## src/rtl/clkdist_pkg.sv

```systemverilog
package clkdist_pkg;

    typedef enum logic [1:0] {
        MODE_BYPASS  = 2'd0,
        MODE_DIV     = 2'd1,
        MODE_DLY     = 2'd2,
        MODE_DIV_DLY = 2'd3
    } chmode_e;

    typedef enum logic [1:0] {
        DV_HOLD = 2'd0,
        DV_HIGH = 2'd1,
        DV_LOW  = 2'd2
    } divst_e;

    typedef enum logic {
        SF_RUN  = 1'b0,
        SF_HOLD = 1'b1
    } syncst_e;

endpackage

```

## src/rtl/sync_front.sv

```systemverilog
module sync_front #(
    parameter int SYNC_STAGES = 2,
    parameter int LAT         = 4
) (
    input  logic clk_i,
    input  logic rst_ni,
    input  logic sync_ni,
    output logic held_o
);
    import clkdist_pkg::*;

    // The last latency stage is the state register, and the divider
    // register forms the final one, so LAT-2 plain pipeline stages remain.
    localparam int PIPE_D = LAT - 2;

    logic [SYNC_STAGES-1:0] meta_q;
    logic [PIPE_D-1:0]      pipe_q;
    syncst_e                state_q, state_d;

    initial begin
        if (SYNC_STAGES < 2) $error("SYNC_STAGES must be at least 2");
        if (LAT < 3)         $error("LAT must be at least 3");
    end

    always_ff @(posedge clk_i or negedge rst_ni) begin
        if (!rst_ni) begin
            meta_q <= '1;
            pipe_q <= '1;
        end else begin
            meta_q[0] <= sync_ni;
            for (int k = 1; k < SYNC_STAGES; k++) meta_q[k] <= meta_q[k-1];
            pipe_q[0] <= meta_q[SYNC_STAGES-1];
            for (int k = 1; k < PIPE_D; k++) pipe_q[k] <= pipe_q[k-1];
        end
    end

    always_comb begin
        state_d = state_q;
        unique case (state_q)
            SF_RUN:  if (!pipe_q[PIPE_D-1]) state_d = SF_HOLD;
            SF_HOLD: if (pipe_q[PIPE_D-1])  state_d = SF_RUN;
            default: state_d = SF_RUN;
        endcase
    end

    always_ff @(posedge clk_i or negedge rst_ni) begin
        if (!rst_ni) state_q <= SF_RUN;
        else         state_q <= state_d;
    end

    always_comb begin
        unique case (state_q)
            SF_HOLD: held_o = 1'b1;
            default: held_o = 1'b0;
        endcase
    end

endmodule

```

## src/rtl/ch_divider.sv

```systemverilog
module ch_divider #(
    parameter int CODE_W = 8
) (
    input  logic              clk_i,
    input  logic              rst_ni,
    input  logic              held_i,
    input  logic [CODE_W-1:0] code_i,
    output logic              div_o
);
    import clkdist_pkg::*;

    divst_e            state_q, state_d;
    logic [CODE_W-1:0] cnt_q, cnt_d;
    logic [CODE_W-1:0] eff;
    logic              last;

    // Code zero is not a legal ratio; it is mapped onto ratio 2.
    assign eff  = (code_i == '0) ? CODE_W'(1) : code_i;
    assign last = (cnt_q >= eff - 1'b1);

    always_comb begin
        state_d = state_q;
        cnt_d   = cnt_q;
        unique case (state_q)
            DV_HOLD: begin
                cnt_d = '0;
                if (!held_i) state_d = DV_HIGH;
            end
            DV_HIGH: begin
                if (held_i) begin
                    state_d = DV_HOLD;
                    cnt_d   = '0;
                end else if (last) begin
                    state_d = DV_LOW;
                    cnt_d   = '0;
                end else begin
                    cnt_d = cnt_q + 1'b1;
                end
            end
            DV_LOW: begin
                if (held_i) begin
                    state_d = DV_HOLD;
                    cnt_d   = '0;
                end else if (last) begin
                    state_d = DV_HIGH;
                    cnt_d   = '0;
                end else begin
                    cnt_d = cnt_q + 1'b1;
                end
            end
            default: begin
                state_d = DV_HOLD;
                cnt_d   = '0;
            end
        endcase
    end

    always_ff @(posedge clk_i or negedge rst_ni) begin
        if (!rst_ni) begin
            state_q <= DV_HOLD;
            cnt_q   <= '0;
        end else begin
            state_q <= state_d;
            cnt_q   <= cnt_d;
        end
    end

    always_comb begin
        unique case (state_q)
            DV_HIGH: div_o = 1'b1;
            default: div_o = 1'b0;
        endcase
    end

    AST_HOLD_FORCES_LOW: assert property (@(posedge clk_i) disable iff (!rst_ni)
        held_i |=> !div_o);

    AST_RELEASE_GOES_HIGH: assert property (@(posedge clk_i) disable iff (!rst_ni)
        (state_q == DV_HOLD && !held_i) |=> div_o);

    AST_HALF_PERIOD_BOUND: assert property (@(posedge clk_i) disable iff (!rst_ni)
        ($stable(code_i) && state_q != DV_HOLD) |-> (cnt_q < eff));

endmodule

```

## src/rtl/out_gate.sv

```systemverilog
module out_gate (
    input  logic       clk_i,
    input  logic [1:0] mode_i,
    input  logic       div_i,
    input  logic       chan_en_i,
    input  logic       glob_en_bit_i,
    input  logic       glob_en_pin_i,
    input  logic       pwr_down_i,
    output logic       clk_o,
    output logic       off_o,
    output logic       dly_o
);
    import clkdist_pkg::*;

    logic live;
    logic src;

    assign live = chan_en_i & glob_en_bit_i & glob_en_pin_i & ~pwr_down_i;

    always_comb begin
        unique case (chmode_e'(mode_i))
            MODE_DIV, MODE_DIV_DLY: src = div_i;
            default:                src = clk_i;
        endcase
    end

    assign clk_o = live & src;
    assign off_o = ~live;
    assign dly_o = mode_i[1];

endmodule

```

## src/rtl/clkdist_channels.sv

```systemverilog
module clkdist_channels #(
    parameter int NUM_CH      = 3,
    parameter int CODE_W      = 8,
    parameter int SYNC_STAGES = 2,
    parameter int LAT         = 4
) (
    input  logic                     clk_i,
    input  logic                     rst_ni,
    input  logic                     sync_ni,
    input  logic [2*NUM_CH-1:0]      mode_i,
    input  logic [CODE_W*NUM_CH-1:0] div_code_i,
    input  logic [NUM_CH-1:0]        chan_en_i,
    input  logic                     glob_en_bit_i,
    input  logic                     glob_en_pin_i,
    input  logic                     pwr_down_i,
    output logic [NUM_CH-1:0]        clk_o,
    output logic [NUM_CH-1:0]        off_o,
    output logic [NUM_CH-1:0]        dly_o
);
    logic              held;
    logic [NUM_CH-1:0] div_q;

    sync_front #(
        .SYNC_STAGES(SYNC_STAGES),
        .LAT        (LAT)
    ) u_front (
        .clk_i  (clk_i),
        .rst_ni (rst_ni),
        .sync_ni(sync_ni),
        .held_o (held)
    );

    for (genvar g = 0; g < NUM_CH; g++) begin : g_ch
        ch_divider #(
            .CODE_W(CODE_W)
        ) u_div (
            .clk_i (clk_i),
            .rst_ni(rst_ni),
            .held_i(held),
            .code_i(div_code_i[CODE_W*g +: CODE_W]),
            .div_o (div_q[g])
        );

        out_gate u_gate (
            .clk_i        (clk_i),
            .mode_i       (mode_i[2*g +: 2]),
            .div_i        (div_q[g]),
            .chan_en_i    (chan_en_i[g]),
            .glob_en_bit_i(glob_en_bit_i),
            .glob_en_pin_i(glob_en_pin_i),
            .pwr_down_i   (pwr_down_i),
            .clk_o        (clk_o[g]),
            .off_o        (off_o[g]),
            .dly_o        (dly_o[g])
        );
    end

    AST_PD_ALL_OFF: assert property (@(posedge clk_i) disable iff (!rst_ni)
        pwr_down_i |-> (&off_o && clk_o == '0));

    AST_OFF_DRIVES_LOW: assert property (@(posedge clk_i) disable iff (!rst_ni)
        (|off_o) |-> ((off_o & clk_o) == '0));

    AST_HELD_DIV_LOW: assert property (@(posedge clk_i) disable iff (!rst_ni)
        held |=> (div_q == '0));

endmodule

```

## config.mk

```make
export PLATFORM = sky130hd
export DESIGN_NAME = clkdist_channels
export DESIGN_NICKNAME = d
export VERILOG_FILES = /design/src/rtl/clkdist_pkg.sv /design/src/rtl/sync_front.sv /design/src/rtl/ch_divider.sv /design/src/rtl/out_gate.sv /design/src/rtl/clkdist_channels.sv
export SDC_FILE = /design/constraint.sdc
export NUM_CORES = 1
export LEC_CHECK = 0
export BUFFER_PORTS_ARGS = -buffer_cell sky130_fd_sc_hd__buf_2
export CAP_MARGIN = 0
export CORE_UTILIZATION = 40
export DETAILED_ROUTE_END_ITERATION = 16
export PLACE_DENSITY_LB_ADDON = 0.3
export RECOVER_POWER = 100
export SYNTH_ARGS = -nofsm -noshare
export SYNTH_HDL_FRONTEND = slang
export SYNTH_SLANG_ARGS = --single-unit
```

## constraint.sdc

```tcl
create_clock -name clk_i -period 1.6 [get_ports clk_i]
set_input_delay 0.48 -clock clk_i [delete_from_list [all_inputs] [get_ports clk_i]]
set_output_delay 0.48 -clock clk_i [all_outputs]
set_load 0.02 [all_outputs]
```

==> impl_metrics.json, run 1 <==
{
  "outcome": "finished, violations left",
  "violations": "setup timing",
  "fillers": 521,
  "cts_tree": "done",
  "critPathTopFamily": "compound AO/OA/AOI/OAI gates",
  "slew_headroom_pct": 41.87,
  "grt_max_degree": 36,
  "synth_top_area_share_pct": 29.26,
  "synth_edf_count": 0,
  "fin_skew_ns": 0.005293,
  "regArea_sq_um": 880.8,
  "leakage_nw": 1.961,
  "gp_congestion": 0.8494,
  "finalCritPeriodShare_pct": 169.7,
  "multi_input_area_sq_mm": 0.002012,
  "synth_cell_types": 39,
  "area_delta_synth_final_pct": 55.07,
  "max_stage_delay_ns": 0.38,
  "track_usage_pct": 18.47,
  "die_w_microns": 83.42,
  "grt.overflow.total": 0,
  "r2r_start": "g_ch[1].u_div.cnt_q[7]",
  "path_cells": "buf_6 -> or3_4 -> or2_4 -> nor3_4 -> a21oi_2 -> ha_4 -> inv_4 -> nor2_4 -> xnor2_2 -> ha_4 -> a211o_1 -> a31oi_4 -> o21ai_2 -> o21ai_1 -> a32o_1",
  "grt_pass1_wl_microns": 10300,
  "async_flop_share_pct": 100.0,
  "cp_max_fo": 3,
  "worst_path_max_delay_cell": "or3_4",
  "drive_gt1_share_pct": 50.36,
  "dr.pass1.iters": 4,
  "cp.depth": 15,
  "vias_per_cell": 5.037,
  "ys_seq_area_share_pct": 33.22,
  "final_hold_viol_count": 0,
  "syn_avg_cell_area_sq_um": 9.303,
  "cp.required_ns": 1.93,
  "vias": 2458,
  "p_switching_mw": 1.426,
  "design_area_sq_mm": 0.004111,
  "clkLatencyLatePin_ns": 0.39,
  "power_frac_comb_pct": 42.8,
  "port_buffers": 41,
  "rsz0062_at_grt": "yes",
  "crit_path_start": "div_code_i[10]",
  "hp-class": "in -> reg",
  "synth.most_common_cell": "nor2_1",
  "pin_count": 48,
  "synthesis.nets": 366,
  "crit_arrival_ns": 3.05,
  "die_h_microns": 83.42,
  "switching_share_pct": 35.47,
  "synth.yosys.warnings": 0,
  "cp-endpoint": "g_ch[1].u_div.state_q[1]",
  "post_dp_cell_area_sq_mm": 0.003415,
  "critPathKind": "in -> reg",
  "fin_ws_ns": -1.115,
  "cap_violations": 0,
  "wl_per_cell_microns": 13.17,
  "initial_core_util_pct": 41.52,
  "antenna_found_initial": 0,
  "r2r-end": "g_ch[1].u_div.state_q[1]",
  "synth-seq-cells": 35,
  "dominantRegCellSynth": "dfrtp_1",
  "end_kind": "register",
  "ys_top_cells_by_area": "dfrtp_1 (29%), ha_1 (20%), nor2_1 (6.2%)",
  "ir_worst_vdd_uv": 758.4,
  "setup_viol": 35,
  "p_int_mw": 2.595,
  "netlist_instances": 285,
  "clock_power_share_pct": 29.5,
  "grt_pass1_vias": 2489,
  "synth_common_cells": "nor2_1 (44), ha_1 (42), dfrtp_1 (31)",
  "slew_violations": 0,
  "drt_iter0_drc": 68,
  "final.min_clock_period_ns": 2.715,
  "yosysTopAreaCell": "dfrtp_1",
  "reg2regPathDepth": 6,
  "cp_common_cell": "ha_4",
  "whs_ns": 0.1800,
  "drc_errors": 0,
  "path_buf_inv": 2,
  "nNetsFinal": 490,
  "routed_wl_microns": 6425,
  "design.core.area_sq_mm": 0.006386,
  "seq_power_share_pct": 27.7,
  "drt.antenna.violating_nets": 0,
  "syn-cell-area_sq_mm": 0.002651,
  "powerDensity_mw_per_mm2": 978.1,
  "antenna_cells": 0,
  "clk_pin_slew_worst_paths_ns": 0.08,
  "worstSetupStartpointType": "input port",
  "ff2ff_setup_slack_ns": -0.13,
  "rows": 29,
  "worst_slew_pin_slew_ns": 0.8720,
  "die_area_sq_mm": 0.006958,
  "fmax_ghz": 0.3684,
  "place_hpwl_microns": 4333,
  "final.setup.tns_ns": -30.88
}
-- power groups by stage --
stage,combinational (mW),clock (mW),sequential [mW]
2_1_floorplan,0.704,0.0519,1.14
3_3_place_gp,1.15,0.0489,1.13
3_5_place_dp,1.19,0.0488,1.13
4_1_cts,1.46,1.17,1.11
5_1_grt,1.88,1.27,1.13
6_report,1.72,1.19,1.11
-- cell families (layout without fill, tap and decap cells) --
group,Yosys count,in the layout,share of synthesized area [%]
AOI/OAI and AO/OA,34,34,9.580
xor gates and xnor gates,31,31,10.24
adders and majority gates,42,42,19.82
buffers and inverters,31,157,5.663
DFF,35,35,33.22
muxes,5,5,1.888
and+or+nand+nor,107,107,19.58
-- per-layer routing --
layer,track usage [%],wire [microns],up-vias
met1,20.79,2671,1174
met2,32.41,3446,36
li1,-,-,1238
met5,0,0,-
met4,7.704,69,0
met3,5.567,237,10
-- cells in the final DEF (no fill, tap or decap), drive strengths merged, types with 3 or more instances in the layout --
cell	count
buf	124
nor2	44
ha	42
dfrtp	31
inv	21
xor2	17
nand3	14
xnor2	14
nand2	12
clkbuf	9
and3	9
o21ai	7
nor3	6
mux2i	5
o2bb2ai	5
nor4	5
dfstp	4
or4	3
a21oi	3
nor2b	3
a21o	3
nand4	3
a32o	3
-- stage by stage --
stage	worst slack, ns	instances	utilization [%]	power, mW
2_1_floorplan	-1.205	285	-	1.892
3_3_place_gp	-1.447	453	53.47	2.326
3_5_place_dp	-1.487	453	53.47	2.371
4_1_cts	-1.045	479	60.74	3.740
5_1_grt	-1.201	488	64.38	4.290
6_report	-1.115	488	64.38	4.022
-- final cells by class --
class / instances / share of cell area (%)
clock inverters: 3 / 1.065
repair buffers: 120 / 20.51
multi-input cells: 219 / 48.93
flip-flops and latches: 35 / 21.42
clock buffers: 13 / 3.743
inverters: 21 / 1.978
well taps: 77 / 2.343
-- worst reg2reg max path, stage by stage, from the launching register on --
cell and delay [ns]:
dfrtp_1 0.39, ha_1 0.31, a211o_1 0.34, a31oi_4 0.20, o21ai_2 0.08, o21ai_1 0.20
a32o_1 0.15
-- timing repair --
item                                    in CTS  in global routing
buffers inserted                            13                  9
pin swaps                                   19                 31
gates resized for setup                     41                 45
endpoints found under the setup margin      35                 36
hold buffers                                 0                  0
cloned                                       0                  0
-- worst min path at each step --
stage                      start                     end  slack, ns  cells past startpoint
3_3_place_gp   u_front.meta_q[1]       u_front.pipe_q[0]       0.35                      0
4_1_cts                   rst_ni  g_ch[2].u_div.cnt_q[6]       0.03                      2
5_1_grt                  sync_ni       u_front.meta_q[0]       0.16                      1
3_5_place_dp   u_front.meta_q[1]       u_front.pipe_q[0]       0.35                      0
2_1_floorplan             rst_ni  g_ch[0].u_div.cnt_q[0]       0.18                      0
6_report                 sync_ni       u_front.meta_q[0]       0.18                      1
-- state kept, by name, indices dropped and copies added, names as in the netlist --
register and cells:
u_front.state_q 1, g_ch.u_div.cnt_q 24, g_ch.u_div.state_q 6, u_front.pipe_q 2, u_front.meta_q 2
(Power assumes the default switching activity.)
==> run 2, diff against run 1 <==
--- a/config.mk
+++ b/config.mk
@@ -5,7 +5,7 @@
 export SDC_FILE = /design/constraint.sdc
 export NUM_CORES = 1
 export LEC_CHECK = 0
-export BUFFER_PORTS_ARGS = -buffer_cell sky130_fd_sc_hd__buf_2
+export BUFFER_PORTS_ARGS = -buffer_cell sky130_fd_sc_hd__buf_4
 export CAP_MARGIN = 0
 export CORE_UTILIZATION = 40
 export DETAILED_ROUTE_END_ITERATION = 16
==> impl_metrics.json, run 2 (same netlist as run 1, synthesis figures left out) <==
{
  "outcome": "finished, violations left",
  "violations": "setup timing",
  "crit_arrival_ns": 2.98,
  "drive_gt1_share_pct": 54.24,
  "grt_pass1_wl_microns": 11070,
  "drc_errors": 0,
  "slew_violations": 0,
  "drt.antenna.violating_nets": 0,
  "max_stage_delay_ns": 0.38,
  "fin_skew_ns": 0.004160,
  "hold_depth": 1,
  "pin_count": 48,
  "setup_viol": 39,
  "met2_usage_pct": 35.10,
  "leakage_nw": 2.029,
  "cts_tree": "done",
  "wl_per_cell_microns": 14.27,
  "critPathKind": "in -> reg",
  "vias_per_cell": 5.129,
  "ff2ff_setup_slack_ns": -0.14,
  "rows": 29,
  "post_dp_cell_area_sq_mm": 0.003497,
  "die_w_microns": 83.42,
  "slew_headroom_pct": 40.41,
  "path_cells": "buf_6 -> or3_4 -> or2_4 -> nor3_4 -> a21oi_2 -> ha_4 -> xnor2_2 -> ha_1 -> and3_4 -> o21ai_4 -> a31oi_1 -> o21ai_2 -> a32o_1",
  "fmax_ghz": 0.3708,
  "die_area_sq_mm": 0.006958,
  "end_kind": "register",
  "fin_ws_ns": -1.097,
  "antenna_found_initial": 0,
  "busiest_layer": "met2",
  "final_hold_viol_count": 0,
  "gp_congestion": 0.8174,
  "worst_path_max_delay_cell": "or3_4",
  "cp_max_fo": 2,
  "design_area_sq_mm": 0.004305,
  "rsz0062_at_grt": "yes",
  "port_buffers": 41,
  "dr.pass1.iters": 4,
  "grt_util_met1_pct": 21.56,
  "r2r-end": "g_ch[1].u_div.state_q[1]",
  "cp.required_ns": 1.88,
  "place_hpwl_microns": 4340,
  "place_inst": 452,
  "cap_violations": 0,
  "die_h_microns": 83.42,
  "grt_pass1_vias": 2687,
  "nNetsFinal": 492,
  "final_cells": 490,
  "powerDensity_mw_per_mm2": 984.7,
  "total_power_mw": 4.240,
  "initial_core_util_pct": 41.52,
  "drt_iter0_drc": 43,
  "routed_wl_microns": 6993,
  "cp.depth": 13,
  "clkLatencyLatePin_ns": 0.39,
  "worstSetupStartpointType": "input port",
  "area_delta_synth_final_pct": 62.39,
  "worst_slew_pin_slew_ns": 0.8938,
  "vias": 2513,
  "ir_worst_vdd_uv": 859.5,
  "antenna_cells": 0,
  "final.min_clock_period_ns": 2.697,
  "path_buf_inv": 1,
  "whs_ns": 0.1877,
  "top_regs": "g_ch.u_div.cnt_q x24, g_ch.u_div.state_q x6",
  "clk_pin_slew_worst_paths_ns": 0.07,
  "largest_reg_flops": 24,
  "top_register": "g_ch.u_div.cnt_q",
  "grt.overflow.total": 0,
  "reg2regPathDepth": 6,
  "hold_start": "sync_ni",
  "use_met3_pct": 6.660,
  "final_common_cell": "buf_4",
  "track_usage_pct": 20.08,
  "critPathTopFamily": "simple AND/OR/NAND/NOR gates",
  "hp-class": "in -> reg",
  "design.core.area_sq_mm": 0.006386,
  "hold_end": "u_front.meta_q[0]",
  "grt_max_degree": 36,
  "layout.cells.most_common_list": "buf_4 (113), ha_1 (34), dfrtp_1 (30)",
  "finalCritPeriodShare_pct": 168.5,
  "r2r_start": "g_ch[1].u_div.cnt_q[1]"
}
==> run 2: layout make-up <==
cell class	instances	area, sq um
Clock inverter	3	43.79
Clock buffer	13	153.9
Inverter	21	81.33
Timing Repair Buffer	122	959.7
Tap cell	77	96.34
Fill cell	477	2081
Sequential cell	35	882.1
Multi-Input combinational cell	219	2088
==> run 2: repair_timing <==
item	CTS	global route
gates resized for setup	45	62
pin swaps	15	14
hold buffers	0	0
setup endpoints to repair	36	36
gates cloned	0	0
buffers inserted	13	12
==> run 2: worst max path at each step <==
| stage | slack, ns | startpoint | end |
|---|---|---|---|
| 6_report | -1.10 | div_code_i[11] | g_ch[1].u_div.state_q[1] |
| 5_1_grt | -1.20 | div_code_i[11] | g_ch[1].u_div.state_q[1] |
| 4_1_cts | -1.02 | div_code_i[3] | g_ch[0].u_div.state_q[1] |
| 3_5_place_dp | -1.50 | div_code_i[11] | g_ch[1].u_div.cnt_q[7] |
| 3_3_place_gp | -1.46 | div_code_i[11] | g_ch[1].u_div.state_q[1] |
| 2_1_floorplan | -1.20 | div_code_i[11] | g_ch[1].u_div.state_q[0] |
==> run 2: metrics by stage <==
stage | setup TNS [ns] | util, % | setup WS, ns
finish | -30.54 | 67.42 | -1.097
floorplan | -34.97 | - | -1.205
global placement | -42.09 | 54.76 | -1.457
global route | -33.18 | 67.42 | -1.204
detailed placement | -43.48 | 54.76 | -1.505
CTS | -28.82 | 62.01 | -1.022
==> run 2: report_power, final <==
part           total [mW]  switching (mW)  internal, mW
clock network        1.20           0.447         0.749
registers            1.12           0.108          1.01
logic                1.92           0.975         0.947
total                4.24            1.53          2.71
==> run 2: layer usage <==
metal	up-vias	share of wire [%]
met5	-	0
met4	0	1.8
met3	14	3.4
met2	46	54
met1	1207	41
li1	1246	-
